$ cat config.mk
export PLATFORM = sky130hd
export DESIGN_NAME = nand_seq
export DESIGN_NICKNAME = d
export VERILOG_FILES = /design/src/rtl/nand_seq_pkg.sv /design/src/rtl/nand_seq_pulse.sv /design/src/rtl/nand_seq_addr.sv /design/src/rtl/nand_seq.sv
export SDC_FILE = /design/constraint.sdc
export NUM_CORES = 1
export LEC_CHECK = 0
export BUFFER_PORTS_ARGS = -buffer_cell sky130_fd_sc_hd__buf_2
export CORE_MARGIN = 1.5
export CORE_UTILIZATION = 40
export DETAILED_ROUTE_END_ITERATION = 8
export HOLD_SLACK_MARGIN = 0.03
export PLACE_DENSITY_LB_ADDON = 0.3
export SLEW_MARGIN = 20
export SYNTH_ARGS = -nofsm -noshare
export SYNTH_HDL_FRONTEND = slang
export SYNTH_HIERARCHICAL = 1
export SYNTH_SLANG_ARGS = --single-unit
$ cat constraint.sdc
create_clock -name clk -period 6.2 [get_ports clk]
set_input_delay 0.62 -clock clk [delete_from_list [all_inputs] [get_ports clk]]
set_output_delay 0.62 -clock clk [all_outputs]
set_load 0.005 [all_outputs]
$ cat src/rtl/nand_seq_pkg.sv
package nand_seq_pkg;
  localparam int COL_W = 12;
  localparam int ROW_W = 17;

  typedef enum logic [2:0] {
    OP_READ   = 3'd0,
    OP_PROG   = 3'd1,
    OP_ERASE  = 3'd2,
    OP_RESET  = 3'd3,
    OP_STATUS = 3'd4,
    OP_READID = 3'd5
  } op_e;

  function automatic logic op_known(input logic [2:0] code);
    return code <= 3'd5;
  endfunction

  function automatic logic op_moves_data(input op_e o);
    return (o == OP_READ) || (o == OP_PROG) || (o == OP_READID);
  endfunction

  function automatic logic [7:0] first_cmd(input op_e o);
    case (o)
      OP_READ:   return 8'h00;
      OP_PROG:   return 8'h80;
      OP_ERASE:  return 8'h60;
      OP_RESET:  return 8'hFF;
      OP_STATUS: return 8'h70;
      default:   return 8'h90;
    endcase
  endfunction

  function automatic logic [7:0] confirm_cmd(input op_e o);
    case (o)
      OP_READ:  return 8'h30;
      OP_PROG:  return 8'h10;
      OP_ERASE: return 8'hD0;
      default:  return 8'h00;
    endcase
  endfunction

  function automatic logic [2:0] addr_cycles(input op_e o);
    case (o)
      OP_READ, OP_PROG: return 3'd5;
      OP_ERASE:         return 3'd3;
      default:          return 3'd1;
    endcase
  endfunction

  // byte slot k: 0,1 column; 2,3,4 row. Erase starts at slot 2.
  function automatic logic [7:0] addr_byte(input op_e o, input logic [COL_W-1:0] c,
                                           input logic [ROW_W-1:0] r, input logic [2:0] i);
    logic [2:0] k;
    if (o == OP_READID) return 8'h00;
    k = (o == OP_ERASE) ? i + 3'd2 : i;
    case (k)
      3'd0:    return c[7:0];
      3'd1:    return {4'h0, c[11:8]};
      3'd2:    return r[7:0];
      3'd3:    return r[15:8];
      default: return {7'h0, r[16]};
    endcase
  endfunction
endpackage

$ cat src/rtl/nand_seq_pulse.sv
module nand_seq_pulse #(
  parameter int TW = 4
) (
  input  logic          clk,
  input  logic          rst_n,
  input  logic          start,
  input  logic [TW-1:0] t_setup,
  input  logic [TW-1:0] t_low,
  input  logic [TW-1:0] t_hold,
  output logic          active,
  output logic          strobe_lo,
  output logic          rise,
  output logic          fin
);
  typedef enum logic [1:0] {PH_IDLE, PH_SET, PH_LOW, PH_HOLD} ph_e;

  ph_e           ph;
  logic [TW-1:0] cnt;
  logic [TW-1:0] lim;
  logic          last;

  function automatic logic [TW-1:0] at_least_one(input logic [TW-1:0] v);
    return (v == '0) ? TW'(1) : v;
  endfunction

  always_comb begin
    case (ph)
      PH_SET:  lim = at_least_one(t_setup);
      PH_LOW:  lim = at_least_one(t_low);
      default: lim = at_least_one(t_hold);
    endcase
  end

  assign last      = (cnt == lim);
  assign active    = (ph != PH_IDLE);
  assign strobe_lo = (ph == PH_LOW);
  assign rise      = strobe_lo && last;
  assign fin       = (ph == PH_HOLD) && last;

  always_ff @(posedge clk or negedge rst_n) begin
    if (!rst_n) begin
      ph  <= PH_IDLE;
      cnt <= '0;
    end else begin
      case (ph)
        PH_IDLE: if (start) begin ph <= PH_SET; cnt <= TW'(1); end
        PH_SET:  if (last) begin ph <= PH_LOW;  cnt <= TW'(1); end else cnt <= cnt + 1'b1;
        PH_LOW:  if (last) begin ph <= PH_HOLD; cnt <= TW'(1); end else cnt <= cnt + 1'b1;
        default: if (last) begin ph <= PH_IDLE; cnt <= '0;     end else cnt <= cnt + 1'b1;
      endcase
    end
  end


  pulse_start_idle_chk: assert property (@(posedge clk) disable iff (!rst_n)
    start |-> !active);

  pulse_rise_release_chk: assert property (@(posedge clk) disable iff (!rst_n)
    rise |=> !strobe_lo);
endmodule

$ cat src/rtl/nand_seq_addr.sv
module nand_seq_addr
  import nand_seq_pkg::*;
(
  input  op_e              op,
  input  logic [COL_W-1:0] col,
  input  logic [ROW_W-1:0] row,
  input  logic [2:0]       idx,
  output logic [7:0]       abyte,
  output logic [2:0]       acount
);
  assign abyte  = addr_byte(op, col, row, idx);
  assign acount = addr_cycles(op);
endmodule

$ cat src/rtl/nand_seq.sv
module nand_seq
  import nand_seq_pkg::*;
#(
  parameter int PAGE_BYTES = 2112,
  parameter int TW         = 4,
  localparam int LEN_W     = $clog2(PAGE_BYTES + 1)
) (
  input  logic             clk,
  input  logic             rst_n,
  input  logic             req_valid,
  output logic             req_ready,
  input  logic [2:0]       req_op,
  input  logic [COL_W-1:0] req_col,
  input  logic [ROW_W-1:0] req_row,
  input  logic [LEN_W-1:0] req_len,
  input  logic [TW-1:0]    cfg_setup,
  input  logic [TW-1:0]    cfg_low,
  input  logic [TW-1:0]    cfg_hold,
  input  logic             wr_valid,
  output logic             wr_ready,
  input  logic [7:0]       wr_data,
  output logic             rd_valid,
  output logic [7:0]       rd_data,
  output logic             done,
  output logic [7:0]       done_status,
  output logic             done_fail,
  output logic             reject,
  output logic             nand_ce_n,
  output logic             nand_cle,
  output logic             nand_ale,
  output logic             nand_we_n,
  output logic             nand_re_n,
  output logic [7:0]       nand_dq_out,
  output logic             nand_dq_oe,
  input  logic [7:0]       nand_dq_in,
  input  logic             nand_rb_n
);
  typedef enum logic [3:0] {
    S_IDLE, S_WAITRDY, S_CMD1, S_ADDR, S_WDATA, S_CMD2, S_WFALL,
    S_WRISE, S_STCMD, S_STRD, S_RDCMD, S_RDATA, S_DONE
  } st_e;

  st_e              state;
  op_e              op_q;
  logic [COL_W-1:0] col_q;
  logic [ROW_W-1:0] row_q;
  logic [LEN_W-1:0] len_q;
  logic [2:0]       idx;
  logic [LEN_W-1:0] bcnt;
  logic             issued;
  logic [7:0]       status_q;
  logic [7:0]       wbuf;
  logic             rb_s1, rb_s2;

  // named internal events
  logic req_ok, take_good, take_bad;
  logic bus_st, rd_st, cle_st, eng_start;
  logic eng_active, eng_lo, eng_rise, eng_fin;
  logic [7:0] abyte, bus_byte;
  logic [2:0] acount;
  logic last_addr, last_byte;

  assign req_ok = op_known(req_op) &&
                  (!op_moves_data(op_e'(req_op)) ||
                   (req_len != '0 && req_len <= LEN_W'(PAGE_BYTES)));
  assign take_good = req_valid && (state == S_IDLE) && req_ok;
  assign take_bad  = req_valid && (state == S_IDLE) && !req_ok;

  assign cle_st = (state == S_CMD1) || (state == S_CMD2) ||
                  (state == S_STCMD) || (state == S_RDCMD);
  assign rd_st  = (state == S_STRD) || (state == S_RDATA);
  assign bus_st = cle_st || rd_st || (state == S_ADDR) || (state == S_WDATA);
  assign eng_start = bus_st && !issued && !(state == S_WDATA && !wr_valid);
  assign wr_ready  = (state == S_WDATA) && eng_start;
  assign last_addr = (idx == acount - 3'd1);
  assign last_byte = (bcnt == len_q - 1'b1);

  nand_seq_addr u_addr (
    .op(op_q), .col(col_q), .row(row_q), .idx(idx), .abyte(abyte), .acount(acount)
  );

  nand_seq_pulse #(.TW(TW)) u_pulse (
    .clk(clk), .rst_n(rst_n), .start(eng_start),
    .t_setup(cfg_setup), .t_low(cfg_low), .t_hold(cfg_hold),
    .active(eng_active), .strobe_lo(eng_lo), .rise(eng_rise), .fin(eng_fin)
  );

  always_comb begin
    case (state)
      S_CMD1:  bus_byte = first_cmd(op_q);
      S_CMD2:  bus_byte = confirm_cmd(op_q);
      S_STCMD: bus_byte = 8'h70;
      S_ADDR:  bus_byte = abyte;
      S_WDATA: bus_byte = wbuf;
      default: bus_byte = 8'h00;
    endcase
  end

  assign req_ready   = (state == S_IDLE);
  assign nand_ce_n   = (state == S_IDLE) || (state == S_DONE);
  assign nand_cle    = cle_st;
  assign nand_ale    = (state == S_ADDR);
  assign nand_we_n   = !(eng_lo && !rd_st);
  assign nand_re_n   = !(eng_lo && rd_st);
  assign nand_dq_out = bus_byte;
  assign nand_dq_oe  = bus_st && !rd_st;
  assign done        = (state == S_DONE);
  assign done_status = status_q;
  assign done_fail   = status_q[0];

  always_ff @(posedge clk or negedge rst_n) begin
    if (!rst_n) begin
      state <= S_IDLE;   op_q <= OP_READ;
      col_q <= '0;       row_q <= '0;       len_q <= '0;
      idx <= '0;         bcnt <= '0;        issued <= 1'b0;
      status_q <= '0;    wbuf <= '0;
      rd_data <= '0;     rd_valid <= 1'b0;  reject <= 1'b0;
      rb_s1 <= 1'b1;     rb_s2 <= 1'b1;
    end else begin
      rb_s1    <= nand_rb_n;
      rb_s2    <= rb_s1;
      rd_valid <= 1'b0;
      reject   <= take_bad;
      if (eng_start) issued <= 1'b1;
      else if (eng_fin) issued <= 1'b0;
      if (wr_ready) wbuf <= wr_data;
      if (eng_rise && state == S_STRD) status_q <= nand_dq_in;
      if (eng_rise && state == S_RDATA) begin
        rd_data  <= nand_dq_in;
        rd_valid <= 1'b1;
      end
      case (state)
        S_IDLE: if (take_good) begin
          op_q <= op_e'(req_op); col_q <= req_col; row_q <= req_row; len_q <= req_len;
          idx <= '0; bcnt <= '0; status_q <= '0;
          state <= (op_e'(req_op) == OP_RESET || op_e'(req_op) == OP_STATUS) ? S_CMD1 : S_WAITRDY;
        end
        S_WAITRDY: if (rb_s2) state <= S_CMD1;
        S_CMD1: if (eng_fin) begin
          case (op_q)
            OP_RESET:  state <= S_WFALL;
            OP_STATUS: state <= S_STRD;
            default:   state <= S_ADDR;
          endcase
        end
        S_ADDR: if (eng_fin) begin
          if (!last_addr)              idx <= idx + 3'd1;
          else if (op_q == OP_PROG)    state <= S_WDATA;
          else if (op_q == OP_READID)  state <= S_RDATA;
          else                         state <= S_CMD2;
        end
        S_WDATA: if (eng_fin) begin
          if (last_byte) state <= S_CMD2;
          else bcnt <= bcnt + 1'b1;
        end
        S_CMD2:  if (eng_fin) state <= S_WFALL;
        S_WFALL: if (!rb_s2) state <= S_WRISE;
        S_WRISE: if (rb_s2) state <= (op_q == OP_RESET) ? S_DONE : S_STCMD;
        S_STCMD: if (eng_fin) state <= S_STRD;
        S_STRD:  if (eng_fin) state <= (op_q == OP_READ) ? S_RDCMD : S_DONE;
        S_RDCMD: if (eng_fin) state <= S_RDATA;
        S_RDATA: if (eng_fin) begin
          if (last_byte) state <= S_DONE;
          else bcnt <= bcnt + 1'b1;
        end
        default: state <= S_IDLE;
      endcase
    end
  end


  ready_idle_chk: assert property (@(posedge clk) disable iff (!rst_n)
    req_ready |-> nand_ce_n);

  latch_excl_chk: assert property (@(posedge clk) disable iff (!rst_n)
    !(nand_cle && nand_ale));

  strobe_ce_chk: assert property (@(posedge clk) disable iff (!rst_n)
    (!nand_we_n || !nand_re_n) |-> !nand_ce_n);

  strobe_excl_chk: assert property (@(posedge clk) disable iff (!rst_n)
    !(!nand_we_n && !nand_re_n));

  busy_cmd_chk: assert property (@(posedge clk) disable iff (!rst_n)
    (!nand_we_n && nand_cle && !rb_s2) |-> (nand_dq_out == 8'hFF || nand_dq_out == 8'h70));

  reject_quiet_chk: assert property (@(posedge clk) disable iff (!rst_n)
    reject |-> (nand_ce_n && req_ready));

  done_pulse_chk: assert property (@(posedge clk) disable iff (!rst_n)
    done |=> !done);
endmodule

* Word-level counts from Yosys, hierarchy flattened *
Index checks and enable logic that the tools add are counted.

cells by class
  reductions and logical operators = 57
  add/sub/neg operators = 6
  equality and inequality tests = 51
  multiplexer cells = 58
  magnitude comparators = 2

operators with widths
  cell                   number
  $mux 4                 23
  $pmux 8 s5             2
  $pmux 4 s12            1
  $mux 8                 5
  $mux 12                3
  $pmux 8 s4             1
  $ne 2x2->1 const B     15
  $pmux 12 s2            1
  $pmux 4 s2             3
  $pmux 8 s3             1
  $eq 4x4->1 const B     5
  $mux 3                 6
  $eq 4x3->1 const B     4
  $logic_and 1x1->1      16
  $logic_not 4->1        4
  $eq 3x2->1 const B     5
  $reduce_and 15->1      1
  $add 12x1->12 const B  1
  $eq 12x12->1           1
  $eq 3x3->1 const B     4
  $le 12x12->1 const B   1
  $logic_or 1x1->1       12
  $ne 2x1->1 const B     6
  $pmux 3 s2             2
  24 further kinds       51

word-level totals
  word-level logic and storage cells = 191
  flip-flop bits (word level) = 98
  bits of input ports = 77
  output and inout bits = 36

* Longest topological paths before layout *
Gate-level depths: netlist of the first run.

  depth after elaboration = 11
  gate-level depth with buffers = 14
  mapped depth without buffers = 14

* Modules after synthesis *
Netlist of the first run, hierarchy kept.

modules (own cells, without submodules)
  module          cells each  area each (sq um)  instances  seq. area each (sq um)
  nand_seq        540         4820.9             1          2304.7
  nand_seq_addr   98          636.9              1          0.0
  nand_seq_pulse  63          598.1              1          150.1

* Least setup slack after synthesis of the first run *
Ideal clock, no wire load.

  kind = reg2reg
  from = reg u_pulse.ph[0]
  to = reg state[0]
  arrival = 2.805 ns
  data required time = 6.106 ns
  path buffers = 0
  clock period less this slack = 2.899 ns
  stages on the path, launching flop included = 15
  slack = 3.301 ns
  cells stage by stage = dfrtp_1 -> inv_1 -> ha_1 -> nor4b_2 -> nor4b_1 -> or3_1 -> o211a_4 -> and2_2 -> nand2b_1 -> o211ai_1 -> a21oi_1 -> nor3_1 -> o21ai_0 -> nand2b_1 -> a211oi_1

on the way
  word-level cells in the longest chain between the ends = 6
  elaborated cells on any way between the ends = 15
  those cells by class = 12 x eq/ne; 1 x mux; 2 x reduce/logical

RTL lines
  item                                                       line                  text
  from (decl)                                                nand_seq_pulse.sv:17  ph_e ph;
  from (signal assigned)                                     nand_seq_pulse.sv:42  ph <= PH_IDLE;
  from (signal assigned)                                     nand_seq_pulse.sv:46  PH_IDLE: if (start) begin ph <= PH_SET; cnt <= TW'(1); end
  from (signal assigned)                                     nand_seq_pulse.sv:47  PH_SET: if (last) begin ph <= PH_LOW; cnt <= TW'(1); end else cnt <= cnt + 1'b1;
  $eq 2x2->1 (*)                                             n/a
  via eng_lo                                                 nand_seq.sv:58        logic eng_active, eng_lo, eng_rise, eng_fin;
  $pmux 4 s2 (*)                                             nand_seq_pulse.sv:27  case (ph)
  $eq 4x4->1 (*)                                             nand_seq_pulse.sv:34  assign last = (cnt == lim);
  $logic_and 1x1->1 (*)                                      nand_seq_pulse.sv:38  assign fin = (ph == PH_HOLD) && last;
  via eng_fin                                                nand_seq.sv:58
  $ne 2x2->1 (no source line) or $ne 2x1->1 (tied branches)  n/a
  $reduce_and 15->1 (no source line) (*)                     n/a
  to (signal assigned)                                       nand_seq.sv:136       state <= (op_e'(req_op) == OP_RESET || op_e'(req_op) == OP_STATUS) ? S_CMD1 : S_WAITRDY;
  to (signal assigned)                                       nand_seq.sv:158       S_WRISE: if (rb_s2) state <= (op_q == OP_RESET) ? S_DONE : S_STCMD;
  to (signal assigned)                                       nand_seq.sv:160       S_STRD: if (eng_fin) state <= (op_q == OP_READ) ? S_RDCMD : S_DONE;
  to (decl)                                                  nand_seq.sv:43        st_e state;

Mark *: on every way through the listed nets, which the timed path passes. The rest lies on a longest branch.
A chain may end at the register's enable or synchronous reset.

* Final worst setup path of the first run *
  from = reg op_q[1]
  to = out nand_dq_out[5]

on the way
  word-level cells in the longest chain between the ends = 6
  elaborated cells on any way between the ends = 17
  those cells by class = 8 x eq/ne; 7 x mux; 2 x reduce/logical

RTL lines
  item                                      line                text
  from (decl)                               nand_seq.sv:44      op_e op_q;
  from (signal assigned)                    nand_seq.sv:134     op_q <= op_e'(req_op); col_q <= req_col; row_q <= req_row; len_q <= req_len;
  $eq 3x2->1                                nand_seq_pkg.sv:55  k = (o == OP_ERASE) ? i + 3'd2 : i;
  $mux 3                                    nand_seq_pkg.sv:55
  $eq 3x2->1, or another cell as far along  nand_seq_pkg.sv:56  case (k)
  $pmux 8 s4                                nand_seq_pkg.sv:56
  $mux 8 (*)                                nand_seq_pkg.sv:55
  via abyte[5]                              nand_seq.sv:59      logic [7:0] abyte, bus_byte;
  $pmux 8 s5 (*)                            nand_seq.sv:89      case (state)
  to (decl)                                 nand_seq.sv:33      output logic [7:0] nand_dq_out,

Marks and branches as above.

==> flow_summary_export.csv, run 1 <==
group,metric,value,unit
run_status,status,"complete, but fails checks",
run_status,failed_checks,"DRC",
setup_path,crit_path_start_kind,"register",
clocking,tritoncts,"done",
sta,hold_violations,0,
die,die_height,126,microns
place,io_buffers,112,
setup_path,critPathMostFrequentCell,"a22oi_1",
synthesis,synthSimpleGateAreaFrac,24.2,%
synthesis,synth_top_family_by_area,"simple AND/OR/NAND/NOR gates",
global_routing,grt_start_max_net_pins,62,
finish,antenna_cells,0,
clocking,cts-buffers-inserted,9,
synthesis,synth_top_area_share,39.7,%
drt,wl_per_cell,15.2,microns
power,peakVddDrop,186,uV
synthesis,muxShareOfSynthArea,6.76,%
clocking,clk_pin_slew,0.06,ns
setup_path,path_max_fanout,23,
sta,finalCriticalPeriod,3.45,ns
finish,fillCellCount,1436,
clocking,cts_setup_buffers,0,
die,die_area,15900,sq um
setup_path,max_stage_delay,0.65,ns
drt,top_layer_used,"met4",
die,initial_utilization,41.4,%
synthesis,yosysMostFrequentCell,"nand2_1",
worst_hold_path,hp-class,"in2async",
drt,viasPerCell,5.42,
sta,worst_slack,2.75,ns
setup_path,worstPathRequired,5.58,ns
synthesis,synth_commonest_cells,"nand2_1, dfrtp_1, nor2_1",
finish,layout-drive-gt1-share,22.3,%
drt,drc,6,
sta,setup_viol,0,
place,post-dp-hpwl,10.6,mm
global_routing,grt_usage,19.2,%
clocking,clkLatencyLatePin,0.35,ns
synthesis,ys_types,82,
place,dpl_cell_area,6680,sq um
power,leakagePower,3.38,nW
finish,finalInstanceArea,7010,sq um
clocking,cts_sinks,98,
clocking,cts_root_buffer,"clkbuf_16",
drt,totalWireLength,14.9,mm
setup_path,worstPathArrival,2.83,ns
run,drv_cap,0,
drt,wl_met1,7.22,mm
sta,clock_skew,0.00781,ns
sta,slew_viol_final,0,
die,ios,113,
synthesis,synthTopCellsByArea,"dfrtp_1, nand2_1, mux2_2, mux2i_1, o21ai_0",
global_routing,grt_pass1_vias,4841,
clocking,htree_levels,3,
die,die_w,126,microns
drt,met3WireLength,640,microns
synthesis,synthCells,701,
synthesis,synth_ff_type,"dfrtp_1",
synthesis,async_flop_share,100,%
sta,fin_setup_tns,0,ns
clocking,cts.path.max_buffers,2,
setup_path,path_class,"reg2out",
drt,drtIter0Drc,344,
synthesis,syn_area_per_cell,8.64,sq um
drt,met2_length,6.73,mm
synthesis,ys_ff_latch,98,
sta,worst_slew_pin_slew,1.00,ns
place,place.gp.congestion,0.772,
synthesis,yosys_warnings,6,
setup_path,end_kind,"output port",
synthesis,syn_nets,788,
die,rows,44,
finish,syn2layout_area_growth,15.7,%
synthesis,synthAdderAreaFrac,2.07,%
global_routing,grt_pass1_wl,24.5,mm
die,design.core.area,14600,sq um
drt,ant_nets,0,
drt,firstDrtPassIters,7,
global_routing,antenna_found_initial,0,
clocking,cts_resized,0,
synthesis,synth_xor_area_share,4.05,%
drt,dr_total_vias,5286,
setup_path,cp_top_family,"simple AND/OR/NAND/NOR gates",
finish,nNetsFinal,874,
sta,max_freq,290,MHz
sta,period_share,55.6,%
synthesis,synth_top_area_cell,"dfrtp_1",
setup_path,path_buf_inv,2,
synthesis,ys_seq_area_share,40.5,%
sta,grt_setup_unrepaired,"false",
sta,maxSlewHeadroom,33.2,%
global_routing,grt_overflow_total,0,
setup_path,slowest_stage,"dfrtp_1",
synthesis,synth-compound-area-share,17.4,%
place,pre_cts_ws,2.77,ns
setup_path,crit_chain,"or3b_1 > inv_6 > a22oi_1 > nand2_1 > a21oi_1 > a22oi_1 > o311ai_0 > buf_2",
synthesis,syn-cell-area,6060,sq um
clocking,cts_hold_buf,0,
sta,hold_slack,0.236,ns
power,p_per_area,453,nW/um^2
power,total_power,3.17,mW
synthesis,synth_edf_count,0,
## layout make-up
| cell class | instances | area [sq um] | share of cell area, % |
|---|---|---|---|
| multi-input combinational | 538 | 3310 | 47.3 |
| sequential | 98 | 2450 | 35.0 |
| timing repair buffer | 114 | 578 | 8.25 |
| clock buffer | 12 | 256 | 3.66 |
| tap | 184 | 230 | 3.29 |
| inverter | 26 | 103 | 1.46 |
| clock inverter | 4 | 73.8 | 1.05 |
## report_power, final
| part | switching [mW] | internal [mW] | total [mW] |
|---|---|---|---|
| sequential | 0.293 | 0.856 | 1.15 |
| clock | 0.244 | 0.376 | 0.620 |
| combinational | 0.779 | 0.623 | 1.40 |
## cells by family (layout without fill, tap and decap cells)
family	count (synthesis)	in the layout
other	1	1
buffers and inverters	65	156
multiplexers	38	38
AND/OR/NAND/NOR	312	312
adder cells (fa/ha/maj)	10	10
flip-flops	98	98
XOR/XNOR	28	28
AO/OA/AOI/OAI	149	149
## metrics by stage
stage	cells	utilization [%]
global route	976	47.8
CTS	976	47.8
finish	976	47.8
detailed placement	960	45.6
global placement	960	45.6
floorplan	701	-
## sequential cells by signal, indices dropped and copies added, names as in the netlist, 2 cells and up
signal / count
row_q: 17
bcnt: 12
col_q: 12
len_q: 12
done_status: 8
rd_data: 8
wbuf: 8
state: 4
u_pulse/cnt: 4
idx: 3
op_q: 3
u_pulse/ph: 2
## final timing paths
kind | startpoint | to | slack, ns | depth (start not counted)
max | op_q[1] | nand_dq_out[5] | 2.75 | 8
min | rst_n | row_q[3] | 0.24 | 1
max reg2reg | u_pulse/ph[0] | state[0] | 2.78 | 14
min reg2reg | rb_s1 | rb_s2 | 0.37 | 0
max in group asynchronous | rst_n | u_pulse/cnt[1] | 4.80 | 2
min in group clk | nand_rb_n | rb_s1 | 0.36 | 1
## layout by cell type (no fill, tap or decap), types with 12 or more instances in the layout
master,n
buf_2,111
nand2_1,161
inv_1,24
o211ai_1,12
nor2_1,39
a21oi_1,28
nand3_1,21
xnor2_1,13
nor3_1,20
mux2i_1,18
xor2_1,15
dfrtp_1,96
o21ai_0,32
mux2_2,19
## layer usage
layer | global-route usage, % | vias to the layer above
met4 | 6.96 | 0
met1 | 27.8 | 2501
met3 | 3.27 | 17
met2 | 29.0 | 120
li1 | - | 2648
met5 | 0 | -
Note: power is estimated with default switching activity, not from simulation.
==> run 2: changes to the inputs <==
==> constraint.sdc (replaced) <==
create_clock -name clk -period 2.8 [get_ports clk]
set_input_delay 0.28 -clock clk [delete_from_list [all_inputs] [get_ports clk]]
set_output_delay 0.28 -clock clk [all_outputs]
set_load 0.005 [all_outputs]
==> run 2 against run 1 <==
  * The flow still finishes with violations (DRC)
  * Worst hold slack worse by 0.13 ns
  * Setup slack worse by 2.7 ns
  * Count of clock-buffer cells in the layout up 1
  * Non-clock buffer count up 38
  * Global-route usage up 0.52 points
  * Clock power up 87%
  * Cell area up 5.6%
  * Clock skew up 0.0039 ns
  * Power up 130%
  * Sequential cell count unchanged
  * Wire length up 2.8%
  * Die area unchanged
  * Critical endpoint is now bcnt[11]
  * Largest power group unchanged
==> flow_summary_export.csv, run 2 (synthesized netlist as in run 1, its figures left out) <==
group,metric,value,unit
drt,firstDrtPassIters,7,
sta,max_freq,370,MHz
setup_path,worstPathRequired,3.08,ns
finish,finalInstanceArea,7400,sq um
setup_path,critPathCapture,"bcnt[11]",
die,die_height,126,microns
drt,viasPerCell,5.35,
clocking,cts-buffers-inserted,9,
drt,drc,5,
setup_path,ff2ff_setup_slack,0.1,ns
setup_path,cp_top_family,"simple AND/OR/NAND/NOR gates",
setup_path,path_max_fanout,7,
finish,antenna_cells,0,
clocking,clk_pin_slew,0.07,ns
global_routing,grt_pass1_wl,25.4,mm
finish,largest_reg_flops,17,
setup_path,path_buf_inv,2,
die,die_area,15900,sq um
power,leakagePower,3.59,nW
drt,ant_nets,0,
clocking,tritoncts,"done",
setup_path,critPathLaunch,"u_pulse/ph[1]",
sta,clock_skew,0.0117,ns
sta,maxSlewHeadroom,59.6,%
clocking,clkLatencyLatePin,0.36,ns
die,ios,113,
setup_path,cp.depth,11,
setup_path,crit_path_start_kind,"register",
clocking,cts.path.max_buffers,2,
sta,worst_slack,0.0967,ns
power,peakVddDrop,461,uV
place,io_buffers,112,
run_status,status,"complete, but fails checks",
global_routing,grt_usage,19.7,%
global_routing,grt_pass1_vias,5090,
run_status,failed_checks,"DRC",
finish,nNetsFinal,912,
setup_path,crit_chain,"buf_6 > ha_4 > a22o_1 > nor4b_4 > or3_1 > o211a_4 > and2_4 > buf_4 > o311ai_4 > or4_1 > a21oi_1",
finish,layout-drive-gt1-share,28.1,%
finish,syn2layout_area_growth,22.1,%
global_routing,antenna_found_initial,0,
global_routing,grt_overflow_total,0,
sta,grt_setup_unrepaired,"true",
die,initial_utilization,41.4,%
setup_path,slowest_stage,"or4_1",
setup_path,path_class,"reg2reg",
sta,finalCriticalPeriod,2.70,ns
run,drv_cap,0,
finish,mostFrequentLayoutCells,"nand2_1, buf_2, dfrtp_1, nor2_1, buf_4",
setup_path,worstPathArrival,2.98,ns
place,post-dp-hpwl,11.2,mm
sta,period_share,96.5,%
setup_path,max_stage_delay,0.50,ns
die,die_w,126,microns
finish,largest_register,"row_q",
worst_hold_path,min-delay-start,"req_col[4]",
place,place.gp.congestion,0.797,
power,p_per_area,989,nW/um^2
sta,slew_viol_final,0,
setup_path,end_kind,"register",
setup_path,r2r_start,"u_pulse/ph[1]",
sta,hold_violations,0,
drt,totalWireLength,15.3,mm
drt,drtIter0Drc,311,
clocking,htree_levels,3,
clocking,cts_root_buffer,"clkbuf_16",
sta,worst_slew_pin_slew,0.605,ns
worst_hold_path,hp-class,"in2reg",
place,pre_cts_ws,-0.165,ns
die,design.core.area,14600,sq um
setup_path,reg2reg_depth,11,
sta,setup_viol,0,
finish,fin_cells,1014,
drt,wl_per_cell,15.1,microns
clocking,cts_sinks,98,
setup_path,r2r-end,"bcnt[11]",
finish,layout_commonest_cell,"nand2_1",
place,dpl_cell_area,6930,sq um
place,dp_cells,991,
die,rows,44,
global_routing,grt_start_max_net_pins,51,
drt,dr_total_vias,5423,
finish,fillCellCount,1419,
-- run 2: cell types whose count changed in the layout (fill, tap and decap cells not counted), sizes merged --
| cell | delta |
|---|---|
| bufinv | -2 |
| clkinv | +1 |
| buf | +36 |
| clkbuf | +1 |
| dlygate4sd3 | +2 |
-- run 2: layer usage --
metal | vias to the layer above | routed length (microns) | GRT usage [%]
met5 | - | 0 | 0
li1 | 2712 | - | -
met3 | 14 | 496 | 2.72
met4 | 0 | 200 | 6.29
met1 | 2612 | 7480 | 28.1
met2 | 85 | 7100 | 31.2
-- run 2: cell type report --
type / count / area [sq um] / area share (%)
flip-flops and latches: 98 / 2460 / 33.2
clock buffers: 13 / 250 / 3.38
clock inverters: 3 / 18.8 / 0.254
well taps: 184 / 230 / 3.11
repair buffers: 152 / 892 / 12.1
inverters: 26 / 105 / 1.42
multi-input cells: 538 / 3440 / 46.5
-- run 2: worst min path at each step --
stage / endpoint / slack (ns) / depth (start not counted)
final: col_q[4] / 0.11 / 3
after global routing: col_q[11] / 0.11 / 3
after floorplan: bcnt[0] / -0.02 / 0
after CTS: col_q[4] / 0.11 / 3
after global placement: row_q[2] / 0.33 / 1
after detailed placement: row_q[2] / 0.32 / 1
-- run 2: per-stage QoR --
stage / total power, mW / util, % / TNS [ns] / hold slack (ns)
2_1_floorplan: 4.81 / - / 0 / -0.0156
3_3_place_gp: 5.86 / 47.3 / -0.123 / 0.330
3_5_place_dp: 5.91 / 47.3 / -1.57 / 0.325
4_1_cts: 7.15 / 49.6 / 0 / 0.108
5_1_grt: 7.89 / 50.5 / -0.0686 / 0.115
6_report: 7.32 / 50.5 / 0 / 0.110
-- run 2: repair_timing --
action | 4_1_cts | 5_1_grt
setup endpoints to repair | 18 | 32
pin swaps | 0 | 11
endpoints found under the hold margin | 43 | 0
buffers inserted | 0 | 5
gates resized for setup | 8 | 23
hold buffers | 2 | 0
-- run 2: power by group --
part / switching (mW) / internal (mW)
combinational: 2.05 / 1.73
clock: 0.536 / 0.627
sequential: 0.473 / 1.90
total: 3.06 / 4.26
-- run 2: worst min-delay path: cells and delay by family --
family	cells	cell delay [ns]
buf+inv	1	0.07
simple gates	2	0.08
==> run 3: changes to the inputs <==
==> constraint.sdc (replaced) <==
create_clock -name clk -period 2.8 [get_ports clk]
set_input_delay 0.28 -clock clk [delete_from_list [all_inputs] [get_ports clk]]
set_output_delay 0.28 -clock clk [all_outputs]
set_load 0.1 [all_outputs]
==> run 3 against run 2 <==
  * Sequential power about the same
  * Critical path type unchanged
  * First-iteration DRC count down 24%
  * Clock power rose by 17%
  * Cell area is 3.8% higher
  * The run ends with DRC, setup timing left
  * Setup slack worse by 0.10 ns
  * Register-to-register slack got worse by 0.10 ns
  * Critical endpoint unchanged
  * Largest cell class unchanged
  * Combinational power up 43%
==> flow_summary_export.csv, run 3 (synthesized netlist as in run 1, its figures left out) <==
group,metric,value,unit
run_status,status,"complete, but fails checks",
run_status,failed_checks,"DRC, setup timing",
setup_path,end_kind,"register",
setup_path,path_max_fanout,6,
power,clkPwrFrac,14.8,%
setup_path,path_class,"reg2reg",
clocking,clk_pin_slew,0.07,ns
clocking,clkLatencyLatePin,0.35,ns
setup_path,critPathMostFrequentCell,"buf_6",
clocking,tritoncts,"done",
drt,viasPerCell,5.36,
power,peakVddDrop,644,uV
global_routing,grt_pass1_vias,5229,
power,leakagePower,3.67,nW
drt,dr_total_vias,5444,
finish,syn2layout_area_growth,26.8,%
sta,worst_slew_pin_slew,0.610,ns
finish,nNetsFinal,914,
power,switching_share,49.2,%
sta,setup_viol,1,
finish,layout_commonest_cell,"nand2_1",
sta,hold_slack,0.119,ns
sta,period_share,100,%
sta,maxSlewHeadroom,59.3,%
sta,max_freq,356,MHz
setup_path,path_buf_inv,2,
sta,grt_setup_unrepaired,"true",
power,p_per_area,1190,nW/um^2
global_routing,antenna_found_initial,0,
sta,hold_violations,0,
drt,drtIter0Drc,235,
drt,wl_per_cell,15.3,microns
run,drv_cap,0,
worst_hold_path,min-delay-start,"req_col[10]",
global_routing,grt_usage,19.7,%
worst_hold_path,hp-class,"in2reg",
power,p_switching,4.51,mW
sta,slew_viol_final,0,
clocking,cts.path.max_buffers,2,
place,pre_cts_ws,-0.154,ns
setup_path,slowest_stage,"or4_4",
global_routing,grt_pass1_wl,25.6,mm
setup_path,crit_path_start_kind,"register",
setup_path,worstPathRequired,3.07,ns
global_routing,grt_start_max_net_pins,48,
power,p_int,4.66,mW
setup_path,worstPathArrival,3.08,ns
place,place.gp.congestion,0.797,
die,design.core.area,14600,sq um
place,io_buffers,112,
setup_path,critPathLaunch,"u_pulse/ph[1]",
die,die_height,126,microns
clocking,cts-buffers-inserted,9,
die,rows,44,
clocking,cts_sinks,98,
die,die_area,15900,sq um
setup_path,cp_top_family,"simple AND/OR/NAND/NOR gates",
power,pwr-share-comb,59.0,%
finish,regArea,2460,sq um
sta,worst_slack,-0.00753,ns
finish,largest_register,"row_q",
drt,drc,1,
finish,largest_reg_flops,17,
power,seqPwrFrac,26.2,%
die,initial_utilization,41.4,%
drt,ant_nets,0,
place,post-dp-hpwl,11.2,mm
sta,clock_skew,0.00855,ns
setup_path,crit_chain,"buf_6 > ha_4 > a22o_1 > nor4b_4 > or3_1 > o211a_4 > and2_4 > buf_6 > o311ai_4 > or4_4 > a21oi_2",
finish,mostFrequentLayoutCells,"nand2_1, buf_2, dfrtp_1, nor2_1, buf_4",
finish,layout-drive-gt1-share,29.8,%
finish,multiInputGateArea,3530,sq um
die,ios,113,
clocking,cts_root_buffer,"clkbuf_16",
sta,fin_setup_tns,-0.00753,ns
drt,totalWireLength,15.5,mm
drt,firstDrtPassIters,9,
setup_path,r2r_start,"u_pulse/ph[1]",
clocking,htree_levels,3,
setup_path,max_stage_delay,0.56,ns
global_routing,grt_overflow_total,0,
die,die_w,126,microns
finish,antenna_cells,0,
sta,finalCriticalPeriod,2.81,ns
finish,fillCellCount,1410,
setup_path,ff2ff_setup_slack,-0.008,ns
run 3: changes by cell type in the layout (fill, tap and decap cells not counted), moves of 2 or more:
cell       previous run  this run
clkbuf_1              3         1
o21ai_1               1         3
nor3_1               18        16
or4_1                 3         1
o311ai_2              0         2
bufinv_16             0         2
a21oi_1              28        26
a21oi_2               0         2
buf_12                1        10
o21ai_2               1         3
or4_4                 0         2
o21ai_0              31        27
buf_2               111       102
run 3: routing by layer:
layer  GRT usage, %  routed length [microns]  vias up
met4           5.81                      236        0
li1               -                        -     2718
met2           31.5                     7300      100
met3           3.40                      535       19
met5              0                        0        -
met1           27.5                     7470     2607
run 3: final cells by class:
cell class / instances / share of cell area [%]
Sequential cell: 98 / 32.0
Timing Repair Buffer: 152 / 13.3
Clock buffer: 11 / 3.16
Tap cell: 184 / 3.00
Multi-Input combinational cell: 539 / 46.0
Inverter: 26 / 1.37
Timing Repair inverter: 1 / 0.0652
Clock inverter: 5 / 1.03
run 3: final timing paths:
check / end / cells after the start
min in group asynchronous: bcnt[3] / 2
worst max-delay path: bcnt[11] / 11
worst max register to register: bcnt[11] / 11
worst min-delay path: col_q[10] / 3
max in group asynchronous: rb_s2 / 3
worst min register to register: rb_s2 / 0
run 3: worst min-delay path: stages:
cell and delay, ns:
buf_2 0.07, nand2_1 0.04, nand2_1 0.04
run 3: power by group through the flow:
stage / Combinational, mW / Clock [mW] / Sequential, mW
global placement: 5.04 / 0 / 2.40
floorplan: 3.54 / 0 / 2.66
finish: 5.41 / 1.36 / 2.40
CTS: 5.19 / 1.39 / 2.39
global route: 5.85 / 1.44 / 2.48
detailed placement: 5.08 / 0 / 2.41
run 3: timing repair:
action,CTS,global route
setup endpoints to repair,26,39
pin swaps,1,16
endpoints found under the hold margin,38,0
setup buffers,1,6
hold buffers,2,0
resized for setup,13,26
gates cloned,0,2
run 3: per-stage QoR:
stage | cells | utilization (%) | total power, mW | instance area [sq um]
floorplan | 701 | - | 6.20 | 6110
global placement | 990 | 48.5 | 7.44 | 7100
CTS | 1008 | 51.3 | 8.97 | 7510
finish | 1016 | 52.4 | 9.17 | 7680
detailed placement | 990 | 48.5 | 7.49 | 7100
global route | 1016 | 52.4 | 9.77 | 7680
